===== src/rtl/xfr_pkg.sv =====
package xfr_pkg;
   // Offsets of the non-count registers, placed right after the count bytes
   localparam int OFS_FIFO  = 0;
   localparam int OFS_CMD   = 1;
   localparam int OFS_STAT  = 2;
   localparam int OFS_INTR  = 3;
   localparam int OFS_SEQ   = 4;
   localparam int OFS_LEVEL = 5;
   localparam int NUM_MISC  = 6;

   // Command byte layout
   localparam int          CMD_DMA_BIT = 7;
   localparam logic [6:0]  OP_FLUSH    = 7'h01;
   localparam logic [6:0]  OP_XFER     = 7'h10;

   // Status byte layout
   localparam int          STAT_DMA_BIT = 7;
   localparam int          STAT_TC_BIT  = 4;

   localparam logic [7:0]  INTR_FUNC_DONE = 8'h08;
endpackage


===== src/rtl/xfr_count_bank.sv =====
module xfr_count_bank #(
   parameter int CNT_BYTES      = 3,
   parameter bit ID_UNTIL_WRITE = 1'b1
) (
   input  logic                   clk,
   input  logic                   rst_n,
   input  logic [CNT_BYTES-1:0]   wr_byte,
   input  logic [7:0]             wdata,
   input  logic                   reload,
   output logic [8*CNT_BYTES-1:0] cnt_live,
   output logic [8*CNT_BYTES-1:0] cnt_staged,
   output logic                   id_active
);
   localparam int CNT_W = 8 * CNT_BYTES;
   localparam int MSB   = CNT_BYTES - 1;

   logic [CNT_W-1:0] staged_q;
   logic [CNT_W-1:0] live_q;

   always_ff @(posedge clk or negedge rst_n) begin
      if (!rst_n) begin
         staged_q <= '0;
      end else begin
         for (int i = 0; i < CNT_BYTES; i++) begin
            if (wr_byte[i]) staged_q[i*8 +: 8] <= wdata;
         end
      end
   end

   always_ff @(posedge clk or negedge rst_n) begin
      if (!rst_n)      live_q <= '0;
      else if (reload) live_q <= staged_q;
   end

   assign cnt_live   = live_q;
   assign cnt_staged = staged_q;

   generate
      if (ID_UNTIL_WRITE) begin : g_id
         logic hi_seen_q;
         always_ff @(posedge clk or negedge rst_n) begin
            if (!rst_n)           hi_seen_q <= 1'b0;
            else if (wr_byte[MSB]) hi_seen_q <= 1'b1;
         end
         assign id_active = !hi_seen_q;

         // identifier readback ends only through a high-byte write
         a_r4_id_ends_on_write: assert property (@(posedge clk) disable iff (!rst_n)
            $fell(id_active) |-> $past(wr_byte[MSB]));
      end else begin : g_no_id
         assign id_active = 1'b0;
      end
   endgenerate

   // the live count only moves on a reload
   a_r5_live_needs_reload: assert property (@(posedge clk) disable iff (!rst_n)
      !reload |=> $stable(live_q));
endmodule


===== src/rtl/xfr_byte_fifo.sv =====
module xfr_byte_fifo #(
   parameter int DEPTH = 16
) (
   input  logic                     clk,
   input  logic                     rst_n,
   input  logic                     push,
   input  logic                     pop,
   input  logic                     flush,
   input  logic [7:0]               din,
   output logic [7:0]               dout,
   output logic [$clog2(DEPTH)-1:0] level
);
   localparam int            PTR_W = $clog2(DEPTH);
   localparam logic [PTR_W-1:0] LAST = PTR_W'(DEPTH - 1);

   logic [7:0]       mem [DEPTH];
   logic [PTR_W-1:0] wptr_q, rptr_q;
   logic [7:0]       hold_q;
   logic             has_data, push_ok;

   assign has_data = rptr_q < wptr_q;
   assign push_ok  = push && (wptr_q != LAST);
   assign dout     = has_data ? mem[rptr_q] : hold_q;
   assign level    = wptr_q - rptr_q;

   always_ff @(posedge clk) begin
      if (push_ok && !flush) mem[wptr_q] <= din;
   end

   always_ff @(posedge clk or negedge rst_n) begin
      if (!rst_n) begin
         wptr_q <= '0;
         rptr_q <= '0;
         hold_q <= '0;
      end else if (flush) begin
         wptr_q <= '0;
         rptr_q <= '0;
      end else if (push_ok) begin
         wptr_q <= wptr_q + 1'b1;
      end else if (pop && has_data) begin
         hold_q <= mem[rptr_q];
         if (rptr_q + 1'b1 == wptr_q) begin
            wptr_q <= '0;
            rptr_q <= '0;
         end else begin
            rptr_q <= rptr_q + 1'b1;
         end
      end
   end

   // the write position never passes depth-1
   a_r7_wptr_cap: assert property (@(posedge clk) disable iff (!rst_n)
      wptr_q <= LAST);
   // a write at depth-1 is dropped
   a_r7_drop_at_last: assert property (@(posedge clk) disable iff (!rst_n)
      (push && !flush && wptr_q == LAST) |=> $stable(wptr_q));
   // the read position never overtakes the write position
   a_r8_order: assert property (@(posedge clk) disable iff (!rst_n)
      rptr_q <= wptr_q);
   // an empty read keeps both positions
   a_r9_empty_read: assert property (@(posedge clk) disable iff (!rst_n)
      (pop && !push && !flush && level == '0) |=> (level == '0 && $stable(hold_q)));
   // flush empties the FIFO
   a_r10_flush_empty: assert property (@(posedge clk) disable iff (!rst_n)
      flush |=> level == '0);
endmodule


===== src/rtl/xfr_len_calc.sv =====
module xfr_len_calc #(
   parameter int CNT_W = 24
) (
   input  logic           clk,
   input  logic           rst_n,
   input  logic           start,
   input  logic [CNT_W-1:0] cnt,
   input  logic [CNT_W:0] pend,
   output logic           go,
   output logic [CNT_W:0] len
);
   logic [CNT_W:0] eff, len_d;

   assign eff   = (cnt == '0) ? {1'b1, {CNT_W{1'b0}}} : {1'b0, cnt};
   assign len_d = (eff < pend) ? eff : pend;

   always_ff @(posedge clk or negedge rst_n) begin
      if (!rst_n) begin
         go  <= 1'b0;
         len <= '0;
      end else begin
         go <= start;
         if (start) len <= len_d;
      end
   end

   // the strobe follows a command by one edge
   a_r6_go_after_start: assert property (@(posedge clk) disable iff (!rst_n)
      go |-> $past(start));
   // the length never exceeds the pending size
   a_r6_len_le_pend: assert property (@(posedge clk) disable iff (!rst_n)
      go |-> len <= $past(pend));
endmodule


===== src/rtl/xfer_regfile.sv =====
module xfer_regfile
   import xfr_pkg::*;
#(
   parameter int         ADDR_W         = 4,
   parameter int         CNT_BYTES      = 3,
   parameter int         FIFO_DEPTH     = 16,
   parameter logic [7:0] CHIP_ID        = 8'hA2,
   parameter bit         ID_UNTIL_WRITE = 1'b1
) (
   input  logic                   clk,
   input  logic                   rst_n,
   input  logic                   bus_sel,
   input  logic                   bus_we,
   input  logic [ADDR_W-1:0]      bus_addr,
   input  logic [7:0]             bus_wdata,
   output logic [7:0]             bus_rdata,
   input  logic                   core_tc_set,
   input  logic                   core_evt,
   input  logic [7:0]             core_intr,
   input  logic [7:0]             core_seq,
   input  logic [8*CNT_BYTES:0]   pend_size,
   output logic [8*CNT_BYTES-1:0] cnt_value,
   output logic                   dma_mode,
   output logic                   tc_flag,
   output logic                   xfer_go,
   output logic [8*CNT_BYTES:0]   xfer_len
);
   localparam int CNT_W = 8 * CNT_BYTES;
   localparam int LVL_W = $clog2(FIFO_DEPTH);
   localparam logic [ADDR_W-1:0] A_HI    = ADDR_W'(CNT_BYTES - 1);
   localparam logic [ADDR_W-1:0] A_FIFO  = ADDR_W'(CNT_BYTES + OFS_FIFO);
   localparam logic [ADDR_W-1:0] A_CMD   = ADDR_W'(CNT_BYTES + OFS_CMD);
   localparam logic [ADDR_W-1:0] A_STAT  = ADDR_W'(CNT_BYTES + OFS_STAT);
   localparam logic [ADDR_W-1:0] A_INTR  = ADDR_W'(CNT_BYTES + OFS_INTR);
   localparam logic [ADDR_W-1:0] A_SEQ   = ADDR_W'(CNT_BYTES + OFS_SEQ);
   localparam logic [ADDR_W-1:0] A_LEVEL = ADDR_W'(CNT_BYTES + OFS_LEVEL);

   initial begin
      a_cfg_cnt_bytes: assert (CNT_BYTES >= 2 && CNT_BYTES <= 4)
         else $error("CNT_BYTES out of range");
      a_cfg_depth: assert (FIFO_DEPTH >= 4 && FIFO_DEPTH <= 128)
         else $error("FIFO_DEPTH out of range");
      a_cfg_addr: assert (CNT_BYTES + NUM_MISC <= (1 << ADDR_W))
         else $error("ADDR_W too small for register map");
   end

   // ---------------- access decode ----------------
   logic                 wr_acc, rd_acc;
   logic [CNT_BYTES-1:0] wr_byte;
   logic                 cnt_wr_any, cmd_wr, reload, flush, xfer_start;
   logic                 fifo_push, fifo_pop;
   logic [6:0]           opcode;

   assign wr_acc = bus_sel && bus_we;
   assign rd_acc = bus_sel && !bus_we;

   generate
      for (genvar gi = 0; gi < CNT_BYTES; gi++) begin : g_wr_dec
         assign wr_byte[gi] = wr_acc && (bus_addr == ADDR_W'(gi));
      end
   endgenerate

   assign cnt_wr_any = |wr_byte;
   assign cmd_wr     = wr_acc && (bus_addr == A_CMD);
   assign opcode     = bus_wdata[6:0];
   assign reload     = cmd_wr && bus_wdata[CMD_DMA_BIT];
   assign flush      = cmd_wr && (opcode == OP_FLUSH);
   assign xfer_start = cmd_wr && (opcode == OP_XFER);
   assign fifo_push  = wr_acc && (bus_addr == A_FIFO);
   assign fifo_pop   = rd_acc && (bus_addr == A_FIFO);

   // ---------------- sub-blocks ----------------
   logic [CNT_W-1:0] cnt_live, cnt_staged, cnt_eff;
   logic             id_active;
   logic [7:0]       fifo_dout;
   logic [LVL_W-1:0] fifo_level;

   xfr_count_bank #(
      .CNT_BYTES      (CNT_BYTES),
      .ID_UNTIL_WRITE (ID_UNTIL_WRITE)
   ) u_count (
      .clk        (clk),
      .rst_n      (rst_n),
      .wr_byte    (wr_byte),
      .wdata      (bus_wdata),
      .reload     (reload),
      .cnt_live   (cnt_live),
      .cnt_staged (cnt_staged),
      .id_active  (id_active)
   );

   xfr_byte_fifo #(
      .DEPTH (FIFO_DEPTH)
   ) u_fifo (
      .clk   (clk),
      .rst_n (rst_n),
      .push  (fifo_push),
      .pop   (fifo_pop),
      .flush (flush),
      .din   (bus_wdata),
      .dout  (fifo_dout),
      .level (fifo_level)
   );

   // The transfer command sees the count as reloaded by the same write
   assign cnt_eff = reload ? cnt_staged : cnt_live;

   xfr_len_calc #(
      .CNT_W (CNT_W)
   ) u_len (
      .clk   (clk),
      .rst_n (rst_n),
      .start (xfer_start),
      .cnt   (cnt_eff),
      .pend  (pend_size),
      .go    (xfer_go),
      .len   (xfer_len)
   );

   // ---------------- control and status registers ----------------
   logic       dma_q, tc_q;
   logic [7:0] intr_q, seq_q;

   always_ff @(posedge clk or negedge rst_n) begin
      if (!rst_n)      dma_q <= 1'b0;
      else if (cmd_wr) dma_q <= bus_wdata[CMD_DMA_BIT];
   end

   always_ff @(posedge clk or negedge rst_n) begin
      if (!rst_n)           tc_q <= 1'b0;
      else if (core_tc_set) tc_q <= 1'b1;
      else if (cnt_wr_any)  tc_q <= 1'b0;
   end

   always_ff @(posedge clk or negedge rst_n) begin
      if (!rst_n) begin
         intr_q <= '0;
         seq_q  <= '0;
      end else if (flush) begin
         intr_q <= INTR_FUNC_DONE;
         seq_q  <= '0;
      end else if (core_evt) begin
         intr_q <= core_intr;
         seq_q  <= core_seq;
      end
   end

   // ---------------- read mux ----------------
   always_comb begin
      bus_rdata = 8'h00;
      if (rd_acc) begin
         for (int i = 0; i < CNT_BYTES; i++) begin
            if (bus_addr == ADDR_W'(i)) bus_rdata = cnt_live[i*8 +: 8];
         end
         if (bus_addr == A_HI && id_active) bus_rdata = CHIP_ID;
         if (bus_addr == A_FIFO)  bus_rdata = fifo_dout;
         if (bus_addr == A_STAT) begin
            bus_rdata[STAT_DMA_BIT] = dma_q;
            bus_rdata[STAT_TC_BIT]  = tc_q;
         end
         if (bus_addr == A_INTR)  bus_rdata = intr_q;
         if (bus_addr == A_SEQ)   bus_rdata = seq_q;
         if (bus_addr == A_LEVEL) bus_rdata = 8'(fifo_level);
      end
   end

   assign cnt_value = cnt_live;
   assign dma_mode  = dma_q;
   assign tc_flag   = tc_q;

   // a count write clears terminal count unless the core sets it
   a_r3_write_clears_tc: assert property (@(posedge clk) disable iff (!rst_n)
      (cnt_wr_any && !core_tc_set) |=> !tc_flag);
   // a core set always lands
   a_r3_set_wins: assert property (@(posedge clk) disable iff (!rst_n)
      core_tc_set |=> tc_flag);
   // DMA mode follows the bit of the last command
   a_r5_mode_follows: assert property (@(posedge clk) disable iff (!rst_n)
      cmd_wr |=> dma_mode == $past(bus_wdata[CMD_DMA_BIT]));
   // without a DMA-bit command the live count holds
   a_r5_count_holds: assert property (@(posedge clk) disable iff (!rst_n)
      !reload |=> $stable(cnt_value));
   // flush wins over a core load
   a_r10_flush_intr: assert property (@(posedge clk) disable iff (!rst_n)
      flush |=> (intr_q == INTR_FUNC_DONE && seq_q == 8'h00));
   // no read data outside a read access
   a_r12_idle_zero: assert property (@(posedge clk) disable iff (!rst_n)
      !rd_acc |-> bus_rdata == 8'h00);
endmodule


===== config.mk =====
export PLATFORM = sky130hd
export DESIGN_NAME = xfer_regfile
export DESIGN_NICKNAME = d
export VERILOG_FILES = /design/src/rtl/xfr_pkg.sv /design/src/rtl/xfr_count_bank.sv /design/src/rtl/xfr_byte_fifo.sv /design/src/rtl/xfr_len_calc.sv /design/src/rtl/xfer_regfile.sv
export SDC_FILE = /design/constraint.sdc
export NUM_CORES = 1
export LEC_CHECK = 0
export ABC_AREA = 1
export BUFFER_PORTS_ARGS = -buffer_cell sky130_fd_sc_hd__buf_2
export CORE_MARGIN = 4
export CORE_UTILIZATION = 35
export DETAILED_ROUTE_END_ITERATION = 8
export PLACE_DENSITY = 0.52
export SLEW_MARGIN = 30
export SYNTH_ARGS = -nofsm -noshare
export SYNTH_HDL_FRONTEND = slang
export SYNTH_SLANG_ARGS = --single-unit

===== constraint.sdc =====
create_clock -name clk -period 2.3 [get_ports clk]
set_input_delay 0.115 -clock clk [delete_from_list [all_inputs] [get_ports clk]]
set_output_delay 0.115 -clock clk [all_outputs]
set_load 0.02 [all_outputs]

==> impl_results.md, run 1 <==
* Post-layout util at 0.4932
* Yosys top cell by area: edfxtp_1
* Crit path launch type: flip-flop
* Main flop type after synthesis: edfxtp_1
* Inst Count DP at approximately 2.0k
* Worst Skew at 0.009241 ns
* Io pins at around 120
* Worst EP required at between 2 and 2.5 ns
* Comb pwr share at 0.310
* Std cell rows at 66
* Area Growth Syn to Fin at 37.74%
* Die Y at around 190 microns
* Number of remaining DRC errors at 0
* Setup slack after layout at -0.4919 ns
* Initial Utilization at 0.3581
* Root buf cell: clkbuf_16
* RSZ-0062 raised after global routing: true
* CTS buffer count at 27
* Post-route ant nets at 0
* Iter 0 DRT Violations at 655
* Async SR Flop Fraction at 0.4599
* Seq cells post-synth at 237
* Pins over their slew limit at 0
* Finished Layout Cells at between 2k and 2.5k
* # diodes at 0
* CP Class: flip-flop to primary output
* Max_cap viols at 0
* Clock sinks at about 240
* Top-area cell type share of the netlist area at 0.3274
* Final Cycle Share at 1.214
* Worst EP arrival at ~2.7 ns
* Critical Path End Type: primary output
* Clk_lat worst skew at ~0.54 ns
* Post-synth EDFFs at around 130
* Finish-stage setup viols at 33
* Total gr overflow at 0
* Tmin final at ~2.8 ns
* Max rail drop VDD at 543.0 uV
* Clk pwr share at 0.311
* Placer Congestion at 0.8846
* Setup tns final at -10.07 ns
* Via count at 10.13k
* Cells after synthesis at between 1k and 1.5k
* Final WL at roughly 37 mm
* Power Internal at 8.636 mW
* Post-synthesis cell type count at 44
* Status: complete, but fails checks
* Global-route wire length before repair at 55.98 mm
* H-tree depth at 1
* Switching Share at 0.3293
* TritonCTS clock tree: done
* Max_slew headroom at 0.5280
* Fin nets at approximately 1.7k
* Hold Fails Final Rpt at 0
* Pwr Density at between 700 and 800 nW/um^2
* Post-synthesis sequential area ratio at 0.5598
* Share of cells above drive strength 1 at 0.3077
* Largest cells by area after synthesis: edfxtp_1 (33%), dfrtp_1 (23%), nand2_1 (9.7%)
* Leak Pwr at between 7 and 8 nW
* Largest net degree at the start of global routing at 54
* Die width at ~190 microns
* Crit path max fanout at 2
* DR pass1 iterations at 5
* Slew @ Worst Pin at roughly 0.7 ns
* Avg Vias per Cell at 4.832
* Port bufs at 118
* Mapped cell area at about 12000 sq um
* Fill count at 3088
* Vias in the first global route at 10.05k
* Die area at between 30000 and 40000 sq um
* Maximum clock path buffer count at 3
* Syn Area/Cell at about 9.1 sq um
* Power consumption at between 10 and 15 mW
* Fmax at approximately 360 MHz
* Violated checks: negative setup slack
* Core box area at 32780 sq um
* Register share of total power at 0.379
* Worst-path clk slew at approximately 0.060 ns
* Routed len/inst at 17.59 microns
* Initial antenna violation count at 0
* Synthesis Warnings at 0
* Min-Delay Path Class: input port to flip-flop
* Net Sw Power at about 4.2 mW
* Post-DP HPWL at between 20 and 30 mm
* GRT Util Overall at 0.1958
* Pre-CTS setup slack at -0.6548 ns
-- through the flow --
step | cell area [sq um] | hold slack, ns
2_1_floorplan | 11830 | -0.1806
3_3_place_gp | 13980 | 0.004798
3_5_place_dp | 13980 | 0.008954
4_1_cts | 15680 | 0.003312
5_1_grt | 16170 | 0.02822
6_report | 16170 | 0.02448
-- Yosys cell counts (2+ instances only) --
| master | n |
|---|---|
| a21oi_1 | 30 |
| a31oi_1 | 2 |
| buf_2 | 20 |
| buf_6 | 8 |
| clkbuf_1 | 21 |
| clkinv_1 | 4 |
| dfrtp_1 | 109 |
| edfxtp_1 | 128 |
| ha_1 | 33 |
| inv_1 | 103 |
| inv_2 | 7 |
| nand2_1 | 303 |
| nand2_2 | 36 |
| nand3_1 | 68 |
| nand3_2 | 6 |
| nand3_4 | 4 |
| nand4_1 | 11 |
| nand4_4 | 2 |
| nor2_1 | 182 |
| nor2_2 | 5 |
| nor2_4 | 3 |
| nor3_1 | 5 |
| nor4_1 | 3 |
| o211ai_1 | 15 |
| o21ai_0 | 125 |
| o21ai_1 | 38 |
| or2_2 | 2 |
| xor2_1 | 5 |
-- layout make-up --
cell class	instances	area, sq um	area share
multi-input cells	898	4923	0.3045
inverters	114	450.4	0.02786
flip-flops and latches	237	6573	0.4065
clock buffers	38	737.0	0.04558
well taps	442	553.0	0.03420
clock inverters	10	63.81	0.003946
repair buffers	357	2869	0.1774
-- state kept, by name, indices dropped and copies added, names as in the netlist --
name                    cells
u_fifo.rptr_q               4
tc_flag                     1
seq_q                       8
u_len.go                    1
u_fifo.mem                128
dma_mode                    1
u_fifo.hold_q               8
u_count.g_id.hi_seen_q      1
u_fifo.wptr_q               4
u_len.len                  25
intr_q                      8
u_count.cnt_live           24
u_count.cnt_staged         24
-- routing by layer --
| metal | part of all wire | GRT usage | up-vias |
|---|---|---|---|
| li1 | - | - | 4971 |
| met1 | 0.45 | 0.2757 | 4866 |
| met2 | 0.48 | 0.3231 | 229 |
| met3 | 0.043 | 0.02228 | 62 |
| met4 | 0.027 | 0.05193 | 0 |
| met5 | 0 | 0 | - |
-- final timing paths --
path / slack (ns) / from / depth (start not counted) / endpoint
max in group asynchronous: 1.08 / rst_n / 3 / u_count.cnt_live[8]
worst min-delay path: 0.02 / bus_wdata[2] / 1 / u_fifo.mem[4][2]
worst max-delay path: -0.49 / u_fifo.wptr_q[0] / 14 / bus_rdata[2]
min in group asynchronous: 0.12 / rst_n / 3 / u_len.len[8]
worst min register to register: 0.48 / u_fifo.hold_q[4] / 2 / u_fifo.hold_q[4]
worst max register to register: -0.32 / u_count.cnt_staged[2] / 19 / u_len.len[13]
-- logic make-up (layout without fill, tap and decap cells) --
logic type / Yosys count / count (layout) / share of synthesized area
adder cells (fa/ha/maj): 34 / 34 / 0.03688
other: 1 / 8 / 0.0003195
buffers and inverters: 166 / 519 / 0.06203
AO/OA/AOI/OAI: 216 / 216 / 0.09763
AND/OR/NAND/NOR: 635 / 635 / 0.2396
flip-flops: 237 / 237 / 0.5598
XOR/XNOR: 5 / 5 / 0.003730
-- worst max-delay path, stage by stage (launching register included) --
cell and delay (ns):
dfrtp_1 0.38, inv_2 0.09, ha_4 0.14, inv_4 0.03
fa_2 0.35, nand2_2 0.09, inv_4 0.04, buf_4 0.12
buf_4 0.12, buf_4 0.12, buf_4 0.11, nor3_1 0.18
nor2_1 0.08, a21oi_2 0.13, buf_4 0.16
-- power groups by stage --
| stage | logic [mW] | registers (mW) | clock network [mW] |
|---|---|---|---|
| floorplan | 1.80 | 4.98 | 0 |
| global placement | 3.11 | 4.96 | 0 |
| detailed placement | 3.14 | 4.96 | 0 |
| CTS | 3.58 | 4.88 | 4.08 |
| global route | 4.38 | 4.91 | 4.26 |
| finish | 3.99 | 4.89 | 4.00 |
-- timing repair --
item | CTS | global route
gates cloned | 3 | 5
endpoints found under the hold margin | 158 | 0
setup buffers | 10 | 10
endpoints found under the setup margin | 40 | 49
pin swaps | 12 | 55
hold buffers | 57 | 0
resized for setup | 58 | 113
-- layout by cell type (no fill, tap or decap), drive strengths merged, types with 2 or more instances in the layout --
cell type    count
xor2             5
or2              3
dfrtp          109
a31oi            2
inv            114
o21ai          164
a21oi           31
nand3           78
nand2          340
nor4             3
ha              33
clkinv          10
nor2           191
nand4           13
clkbuf          42
o211ai          15
buf            296
dlygate4sd3     57
nor3             7
conb             8
edfxtp         128
No activity file was read; power rests on OpenSTA's default activity.
==> run 2, diff against run 1 <==
--- a/config.mk
+++ b/config.mk
@@ -7,7 +7,7 @@
 export LEC_CHECK = 0
 export ABC_AREA = 1
 export BUFFER_PORTS_ARGS = -buffer_cell sky130_fd_sc_hd__buf_2
-export CORE_MARGIN = 4
+export CORE_MARGIN = 2
 export CORE_UTILIZATION = 35
 export DETAILED_ROUTE_END_ITERATION = 8
 export PLACE_DENSITY = 0.52
==> run 2 against run 1 <==
  * The flow still finishes with violations (negative setup slack)
  * Sequential power about the same
  * Register-to-register slack better by 0.05 ns
  * Final area up 2.0%
  * Clock power rose by 4%
  * Die area fell by 4.1%
  * Critical endpoint is now bus_rdata[4]
  * Largest cell class unchanged
  * Worst setup slack improved by 0.016 ns
  * Largest power group unchanged
  * Sequential share of layout area fell by 0.80 points
  * First-iteration DRC count rose by 11%
  * Via count grew 1.1%
==> impl_results.md, run 2 (synthesis results as in run 1) <==
* Worst EP required at ~2.2 ns
* Largest registers: u_fifo.mem: 128 flops, u_len.len: 25 flops
* Tmin final at ~2.8 ns
* Inst Count DP at about 2k
* Final Cycle Share at 1.207
* Finished Layout Cells at 2109
* Post-DP HPWL at around 25 mm
* Worst EP arrival at 2.66 ns
* Initial antenna violation count at 0
* Setup slack after layout at -0.4755 ns
* Avg Vias per Cell at 4.853
* Max_slew headroom at 0.6451
* Initial Utilization at 0.3527
* Register area at approximately 6600 sq um
* Crit path max fanout at 7
* Power Internal at ~9.1 mW
* Number of remaining DRC errors at 0
* Root buf cell: clkbuf_16
* Worst-path clk slew at approximately 0.060 ns
* Violated checks: negative setup slack
* Status: complete, but fails checks
* Hold Fails Final Rpt at 0
* Largest net degree at the start of global routing at 52
* Largest Register: u_fifo.mem
* Placed Area at approximately 14000 sq um
* Clk_lat worst skew at 0.55 ns
* Die width at about 190 microns
* Max_cap viols at 0
* Post-route ant nets at 0
* DR pass1 iterations at 5
* Min Hold Slack at around 0.0097 ns
* Multi-input gate area at 4976 sq um
* Area Growth Syn to Fin at 40.49%
* RSZ-0062 raised after global routing: true
* # diodes at 0
* H-tree depth at 1
* Die area at roughly 35000 sq um
* Fin nets at 1733
* Register share of total power at 0.366
* Slew @ Worst Pin at roughly 0.53 ns
* Share of cells above drive strength 1 at 0.3209
* Clock sinks at approximately 240
* Core box area at 33280 sq um
* Maximum clock path buffer count at 3
* Total gr overflow at 0
* CTS buffer count at 27
* Global-route wire length before repair at approximately 58 mm
* Pre-CTS setup slack at -0.6290 ns
* Critical Path End Type: primary output
* Comb pwr share at 0.323
* Pins over their slew limit at 0
* Iter 0 DRT Violations at between 700 and 800
* Placer Congestion at ~0.9
* Crit path launch type: flip-flop
* Via count at 10.24k
* Net Sw Power at roughly 4.3 mW
* Commonest non-fill, non-tap cell in the layout: nand2_1
* Worst Skew at about 0.021 ns
* Pwr Density at ~810 nW/um^2
* Max rail drop VDD at 498.5 uV
* Final WL at about 37 mm
* Leak Pwr at between 7 and 8 nW
* Routed len/inst at around 18 microns
* Port bufs at between 100 and 150
* Clk pwr share at 0.311
* Most frequent cells in the layout: nand2_1 (259), nor2_1 (161), buf_4 (146)
* Io pins at between 100 and 150
* GRT Util Overall at 0.2109
* Post-Layout Inst Area at 16490 sq um
* Fill count at ~3.1k
* Fmax at between 300 and 400 MHz
* Number of flip-flops in the largest register at 128
* Min-Delay Path Class: input port to flip-flop
* CP Class: flip-flop to primary output
* Vias in the first global route at 10.39k
* Switching Share at 0.3221
* TritonCTS clock tree: done
* Finish-stage setup viols at 33
* Std cell rows at 67
* Die Y at around 190 microns
==> run 2: changes by cell type in the layout (fill, tap and decap cells not counted), sizes merged <==
cell	delta
a21boi	+1
clkinv	-3
buf	+1
dlygate4sd3	-1
clkbuf	+9
==> run 2: power by group through the flow <==
stage                     clock, mW  sequential, mW  combinational [mW]
after floorplan                   0            4.98                1.80
after global placement            0            4.96                3.08
after detailed placement          0            4.96                3.10
after CTS                      4.25            4.89                3.73
after global routing           4.43            4.92                4.72
final                          4.15            4.89                4.32
==> run 2: metrics by stage <==
step	power [mW]	utilization	TNS, ns
after detailed placement	8.064	0.4166	-15.31
after CTS	12.86	0.4756	-9.549
after floorplan	6.771	-	-5.224
after global placement	8.036	0.4166	-14.63
final	13.37	0.4955	-8.949
after global routing	14.07	0.4955	-15.67
==> run 2: final cells by class <==
type / count / share of cell area
clock inverter: 6 / 0.002352
sequential: 237 / 0.3985
clock buffer: 44 / 0.04969
timing repair inverter: 1 / 0.0006828
timing repair buffer: 360 / 0.1847
inverter: 114 / 0.02837
multi-input combinational: 899 / 0.3017
tap: 448 / 0.03399
==> run 2: routing by layer <==
metal | wire length (microns) | GRT usage | share of wire
met2 | 18120 | 0.3640 | 0.49
met4 | 830 | 0.05678 | 0.022
met3 | 1854 | 0.03002 | 0.050
met1 | 16480 | 0.2779 | 0.44
met5 | 0 | 0 | 0
==> run 2: worst paths after layout <==
kind,to,slack [ns],cells past startpoint,from
max,bus_rdata[4],-0.48,17,u_fifo.rptr_q[0]
max in group asynchronous,u_len.len[19],1.58,3,rst_n
min,u_len.len[24],0.01,5,pend_size[24]
min in group asynchronous,seq_q[3],0.08,2,rst_n
min reg2reg,u_len.len[7],0.48,2,u_len.len[7]
max reg2reg,u_len.len[24],-0.27,20,u_count.cnt_staged[8]
==> run 2: what timing repair did <==
item	in CTS	in global routing
resized for setup	73	140
cloned	6	9
pin swaps	19	46
hold buffers	56	0
endpoints found under the hold margin	154	0
buffers inserted	25	10
endpoints found under the setup margin	39	50
==> run 2: critical path: stages (launching register included) <==
cell and delay [ns]:
dfrtp_1 0.41, buf_6 0.14, buf_12 0.16, clkinv_16 0.09
clkbuf_16 0.16, nand2_2 0.05, o211ai_1 0.08, nand2_1 0.09
nand2_1 0.06, nand2_1 0.08, nand2_1 0.06, o21ai_1 0.09
buf_4 0.16, nand2_1 0.05, nand2_1 0.07, nand2_2 0.07
a21oi_2 0.13, buf_4 0.15
